`src/rtl/ovs_pfd_pkg.sv`:
```
package ovs_pfd_pkg;
    // channel ordering used for the input and edge vectors
    localparam int unsigned CH_REF = 0;
    localparam int unsigned CH_FB  = 1;
    localparam int unsigned NUM_CH = 2;
endpackage

```
`src/rtl/ovs_pfd_edge.sv`:
```
// Multi-stage synchroniser followed by a rising-edge detector.
module ovs_pfd_edge #(
    parameter int unsigned STAGES = 2
) (
    input  logic clk,
    input  logic rst_n,
    input  logic sig_i,
    output logic rise_o
);
    typedef struct packed {
        logic [STAGES-1:0] chain;
        logic              last;
    } edge_st_t;

    edge_st_t st_d, st_q;

    always_comb begin
        st_d = st_q;
        if (!rst_n) begin
            st_d = '0;
        end else begin
            st_d.chain = STAGES'({st_q.chain, sig_i});
            st_d.last  = st_q.chain[STAGES-1];
        end
    end

    always_ff @(posedge clk) begin
        st_q <= st_d;
    end

    assign rise_o = st_q.chain[STAGES-1] & ~st_q.last;

    // an edge strobe never lasts two cycles (feeds R2 and R3)
    p_rise_single_r2: assert property (@(posedge clk) disable iff (!rst_n)
        rise_o |=> !rise_o);
endmodule

```
`src/rtl/ovs_pfd_core.sv`:
```
// UP/DOWN state flops and the delayed common clear.
module ovs_pfd_core #(
    parameter int unsigned DLY_W = 4
) (
    input  logic             clk,
    input  logic             rst_n,
    input  logic             ref_rise_i,
    input  logic             fb_rise_i,
    input  logic [DLY_W-1:0] dly_i,
    output logic             up_o,
    output logic             dn_o
);
    typedef struct packed {
        logic             up;
        logic             dn;
        logic [DLY_W-1:0] cnt;
    } core_st_t;

    core_st_t st_d, st_q;
    logic     overlap;

    assign overlap = st_q.up & st_q.dn;

    always_comb begin
        st_d = st_q;
        if (!rst_n) begin
            st_d = '0;
        end else if (overlap) begin
            // clear pending: new edges are dropped
            if (st_q.cnt == '0) begin
                st_d.up = 1'b0;
                st_d.dn = 1'b0;
            end else begin
                st_d.cnt = st_q.cnt - 1'b1;
            end
        end else begin
            st_d.up = st_q.up | ref_rise_i;
            st_d.dn = st_q.dn | fb_rise_i;
            if (st_d.up && st_d.dn) begin
                st_d.cnt = dly_i;   // snapshot of the delay for this overlap
            end
        end
    end

    always_ff @(posedge clk) begin
        st_q <= st_d;
    end

    assign up_o = st_q.up;
    assign dn_o = st_q.dn;

    p_clear_together_r4: assert property (@(posedge clk) disable iff (!rst_n)
        (st_q.up && st_q.dn) |=> (st_q.up == st_q.dn));

    p_count_down_r4: assert property (@(posedge clk) disable iff (!rst_n)
        (st_q.up && st_q.dn && st_q.cnt != '0) |=>
        (st_q.up && st_q.dn && st_q.cnt == DLY_W'($past(st_q.cnt) - 1'b1)));

    p_drop_at_clear_r6: assert property (@(posedge clk) disable iff (!rst_n)
        (st_q.up && st_q.dn && st_q.cnt == '0) |=> (!st_q.up && !st_q.dn));

    p_up_needs_edge_r2: assert property (@(posedge clk) disable iff (!rst_n)
        $rose(st_q.up) |-> $past(ref_rise_i));

    p_dn_needs_edge_r3: assert property (@(posedge clk) disable iff (!rst_n)
        $rose(st_q.dn) |-> $past(fb_rise_i));

    p_load_on_overlap_r8: assert property (@(posedge clk) disable iff (!rst_n)
        $rose(st_q.up && st_q.dn) |-> (st_q.cnt == $past(dly_i)));

    p_sync_reset_r11: assert property (@(posedge clk)
        !rst_n |=> (!st_q.up && !st_q.dn && st_q.cnt == '0));
endmodule

```
`src/rtl/ovs_pfd.sv`:
```
// Oversampled phase-frequency detector, top level.
module ovs_pfd
    import ovs_pfd_pkg::*;
#(
    parameter int unsigned DLY_W       = 4,
    parameter int unsigned SYNC_STAGES = 2,
    parameter int unsigned DLY_INIT    = 3
) (
    input  logic             clk,
    input  logic             rst_n,
    input  logic             ref_i,
    input  logic             fb_i,
    input  logic             cfg_we,
    input  logic [DLY_W-1:0] cfg_dly,
    output logic             up_o,
    output logic             dn_o
);
    typedef struct packed {
        logic [DLY_W-1:0] dly;
    } cfg_st_t;

    cfg_st_t           cfg_d, cfg_q;
    logic [NUM_CH-1:0] raw_in;
    logic [NUM_CH-1:0] rise;

    assign raw_in[CH_REF] = ref_i;
    assign raw_in[CH_FB]  = fb_i;

    for (genvar g = 0; g < NUM_CH; g++) begin : g_ch
        ovs_pfd_edge #(
            .STAGES (SYNC_STAGES)
        ) u_edge (
            .clk    (clk),
            .rst_n  (rst_n),
            .sig_i  (raw_in[g]),
            .rise_o (rise[g])
        );
    end

    // delay configuration register
    always_comb begin
        cfg_d = cfg_q;
        if (!rst_n) begin
            cfg_d.dly = DLY_W'(DLY_INIT);
        end else if (cfg_we) begin
            cfg_d.dly = cfg_dly;
        end
    end

    always_ff @(posedge clk) begin
        cfg_q <= cfg_d;
    end

    ovs_pfd_core #(
        .DLY_W (DLY_W)
    ) u_core (
        .clk        (clk),
        .rst_n      (rst_n),
        .ref_rise_i (rise[CH_REF]),
        .fb_rise_i  (rise[CH_FB]),
        .dly_i      (cfg_q.dly),
        .up_o       (up_o),
        .dn_o       (dn_o)
    );

    p_cfg_write_r8: assert property (@(posedge clk) disable iff (!rst_n)
        cfg_we |=> (cfg_q.dly == $past(cfg_dly)));

    p_cfg_reset_r1: assert property (@(posedge clk)
        !rst_n |=> (cfg_q.dly == DLY_W'(DLY_INIT)));
endmodule

```
`config.mk`:
```
export PLATFORM = sky130hd
export DESIGN_NAME = ovs_pfd
export DESIGN_NICKNAME = d
export VERILOG_FILES = /design/src/rtl/ovs_pfd_pkg.sv /design/src/rtl/ovs_pfd_edge.sv /design/src/rtl/ovs_pfd_core.sv /design/src/rtl/ovs_pfd.sv
export SDC_FILE = /design/constraint.sdc
export NUM_CORES = 1
export LEC_CHECK = 0
export ABC_AREA = 1
export BUFFER_PORTS_ARGS = -buffer_cell sky130_fd_sc_hd__buf_2
export CAP_MARGIN = 20
export CORE_UTILIZATION = 45
export DETAILED_ROUTE_END_ITERATION = 7
export PLACE_DENSITY = 0.75
export SLEW_MARGIN = 10
export SYNTH_ARGS = -nofsm -noshare
export SYNTH_HDL_FRONTEND = slang
export SYNTH_SLANG_ARGS = --single-unit
```
`constraint.sdc`:
```
create_clock -name clk -period 1.4 [get_ports clk]
set_input_delay 0.28 -clock clk [delete_from_list [all_inputs] [get_ports clk]]
set_output_delay 0.28 -clock clk [all_outputs]
set_load 0.005 [all_outputs]
```
==> metrics.log <==
[metrics] number of core rows: 13
[metrics] worst hold slack after final layout: 0.1747 ns
[metrics] wire length reported by the detailed router: 1069 µm
[metrics] clock skew: 0.0004088 ns
[metrics] IR Drop Worst-Case VDD: 0.7023 mV
[metrics] Worst EP required: 1.59 ns
[metrics] post-cts hold buffer count: 0
[metrics] Netlist cell types: 19
[metrics] sequential cell area fraction in the yosys report: 45.80%
[metrics] area growth from synthesis to layout: 14.31%
[metrics] leak pwr: 0.4472 nW
[metrics] TritonCTS clock tree: yes
[metrics] total of flip-flops plus latches after synthesis: 16
[metrics] mean area per synthesized cell: 7.362 µm²
[metrics] number of resized instances in the post-cts repair step: 0
[metrics] Synth Cell Area: 699.4 µm²
[metrics] footprint of the multi-input gates: 306.5 µm²
[metrics] power density over cell area: 1112 mW/mm²
[metrics] number of iterations in the first detailed-routing pass: 4
[metrics] fraction of post-synthesis cell area in the top cell type by area: 45.80%
[metrics] Wirelength per Cell: 8.691 µm
[metrics] number of buffer and inverter stages on the critical path: 2
[metrics] I/O pin count: 11
[metrics] Routability Congestion: 0.7629
[metrics] top post-synthesis cells by area: sky130_fd_sc_hd__dfxtp_1, sky130_fd_sc_hd__nand2_1, sky130_fd_sc_hd__inv_1, sky130_fd_sc_hd__nor2_1, sky130_fd_sc_hd__inv_2
[metrics] Reg clk slew, reported paths: 0.09 ns
[metrics] Die Y: 41.43 µm
[metrics] Critical Path Slowest Stage Cell: sky130_fd_sc_hd__dfxtp_1
[metrics] largest fanout of any net on the critical path: 7
[metrics] remaining design rule violation count: 0
[metrics] status: completed
[metrics] maximum number of pins on one net before global-route repair: 17
[metrics] layout cells sized above 1: 26.85%
[metrics] commonest non-fill, non-tap cells in the layout: sky130_fd_sc_hd__nand2_1, sky130_fd_sc_hd__dfxtp_1, sky130_fd_sc_hd__inv_1, sky130_fd_sc_hd__nor2_1, sky130_fd_sc_hd__buf_2
[metrics] global-route wire length before repair: 2007 µm
[metrics] total number of clock tree sinks: 16
[metrics] initial antenna violation count: 0
[metrics] max frequency: 0.8209 GHz
[metrics] effective utilization at floorplan: 51.19%
[metrics] area enclosed by the die boundary: 0.001716 mm²
[metrics] via count: 570
[metrics] type of the tightest min-delay check: in -> reg
[metrics] family of cells with the greatest summed delay on the critical path: simple AND/OR/NAND/NOR gates
[metrics] global route total overflow: 0
[metrics] vias per inst: 4.634
[metrics] final core utilization: 58.52%
[metrics] final clock period utilization by the worst path: 87.01%
[metrics] number of diodes added for antenna fixing: 0
[metrics] kind of critical path: reg -> reg
[metrics] library cell occupying the most area in the post-synthesis netlist: sky130_fd_sc_hd__dfxtp_1
[metrics] HPWL after detailed placement: 777.4 µm
[metrics] synthesized netlist cell count: 95
[metrics] cells along the critical path: inv_1 -> ha_1 -> nand2_2 -> inv_2 -> nand2_4 -> nand3_4 -> nor2_1 -> nor2_2
[metrics] register area: 320.3 µm²
[metrics] net count after synthesis: 105
[metrics] Critical Path AT: 1.41 ns
[metrics] number of inserted filler cells in the final layout: 139
[metrics] total placed instance area: 763.2 µm²
[metrics] die width: 41.43 µm
[metrics] type of destination of the critical path: flop
[metrics] final setup violating endpoints: 0
[metrics] quantity of I/O buffers inserted on ports: 10
[metrics] unrepaired setup endpoints after global routing: false
[metrics] count of max-cap constraint violations: 0
[metrics] root buf cell: sky130_fd_sc_hd__clkbuf_4
[metrics] min Tclk post-route: 1.218 ns
[metrics] global routing usage summed across all routing layers: 15.43%
[metrics] # nets final: 119
[metrics] final-report max-slew violation count: 0
[metrics] yosys synthesis warning count: 0
[metrics] TNS Setup: 0 ns
[metrics] CP max stage delay: 0.34 ns
[metrics] DRC marker count from the first detailed-route iteration: 11
[metrics] commonest non-fill, non-tap cell in the layout: sky130_fd_sc_hd__nand2_1
[metrics] Relative slew margins: 81.74%
[metrics] Setup Fix Bufs, Post-CTS: 0
[metrics] launching element type of the critical path: flop
[metrics] Tightest Pin Transition: 0.2740 ns
[metrics] later-pin clock latency in the skew report: 0.29 ns
[metrics] number of nets still failing antenna checks after routing: 0
[metrics] maximum clock path buffer count: 2
[metrics] post-route design area: 799.5 µm²
[metrics] core area: 0.001366 mm²
[metrics] count of H-tree levels built during CTS: 1
[metrics] via count of the first global-routing pass: 510
[metrics] final number of hold-violating endpoints: 0
[metrics] CTS Buf Count: 3
## routing by layer
layer	wire (µm)	part of all wire, %	vias up	global-route usage, %
met5	0	0	-	0
met4	35	3.3	0	9.677
met3	33	3.1	5	5.217
met2	454	42	13	23.13
met1	545	51	241	18.80
li1	-	-	311	-
## cells in the mapped netlist
library cell               count
sky130_fd_sc_hd__nand2_1      28
sky130_fd_sc_hd__dfxtp_1      16
sky130_fd_sc_hd__inv_1        11
sky130_fd_sc_hd__nor2_1       11
sky130_fd_sc_hd__inv_2         7
sky130_fd_sc_hd__o21ai_0       4
sky130_fd_sc_hd__nand2_2       3
sky130_fd_sc_hd__nand3_1       3
sky130_fd_sc_hd__and3_1        2
sky130_fd_sc_hd__a21oi_1       1
sky130_fd_sc_hd__buf_2         1
sky130_fd_sc_hd__ha_1          1
sky130_fd_sc_hd__nand2_4       1
sky130_fd_sc_hd__nand3_4       1
sky130_fd_sc_hd__nand4_1       1
sky130_fd_sc_hd__nor2_2        1
sky130_fd_sc_hd__nor2_4        1
sky130_fd_sc_hd__o21ai_1       1
sky130_fd_sc_hd__o21bai_4      1
## worst reg2reg max path: stages, from the launching register on
cell,delay [ns]
sky130_fd_sc_hd__dfxtp_1,0.34
sky130_fd_sc_hd__inv_1,0.08
sky130_fd_sc_hd__ha_1,0.22
sky130_fd_sc_hd__nand2_2,0.08
sky130_fd_sc_hd__inv_2,0.04
sky130_fd_sc_hd__nand2_4,0.07
sky130_fd_sc_hd__nand3_4,0.10
sky130_fd_sc_hd__nor2_1,0.13
sky130_fd_sc_hd__nor2_2,0.05
## per-stage QoR
stage          instances  total power [mW]  setup WS, ns
4_1_cts              123            0.8973        0.1683
5_1_grt              123            0.9358       0.07024
3_5_place_dp         119            0.5954        0.1904
6_report             123            0.8891        0.1818
2_1_floorplan         95            0.5679        0.2792
3_3_place_gp         119            0.5933        0.2406
## worst paths after layout
path	to	startpoint	depth (start not counted)	slack, ns
worst max-delay path	u_core.st_q[0]	u_core.st_q[0]	8	0.18
worst min-delay path	g_ch[0].u_edge.st_q[1]	ref_i	3	0.17
worst max register to register	u_core.st_q[0]	u_core.st_q[0]	8	0.18
worst min register to register	g_ch[0].u_edge.st_q[2]	g_ch[0].u_edge.st_q[1]	2	0.43
## where the power goes
group / total [mW] / switching, mW / internal, mW
Clock: 0.304 / 0.146 / 0.158
Sequential: 0.489 / 0.0119 / 0.478
Combinational: 0.0952 / 0.0553 / 0.0399
Total: 0.889 / 0.213 / 0.676
## sequential cells by signal, indices dropped and copies added, names as in the netlist
| name | count |
|---|---|
| g_ch.u_edge.st_q | 6 |
| cfg_q | 4 |
| u_core.st_q | 4 |
| u_core.dn_o | 1 |
| u_core.up_o | 1 |
## final cells by class
| class | count | share of cell area (%) |
|---|---|---|
| well taps | 15 | 2.347 |
| repair buffers | 10 | 6.260 |
| flip-flops and latches | 16 | 40.06 |
| multi-input cells | 60 | 38.34 |
| clock buffers | 4 | 4.538 |
| inverters | 18 | 8.451 |
## logic make-up after synthesis
group | share of synthesized area (%)
AOI/OAI and AO/OA | 6.976
DFF | 45.80
adders and majority gates | 1.789
and+or+nand+nor | 35.06
buffers and inverters | 10.38
Power figures use the tool's default switching activity.
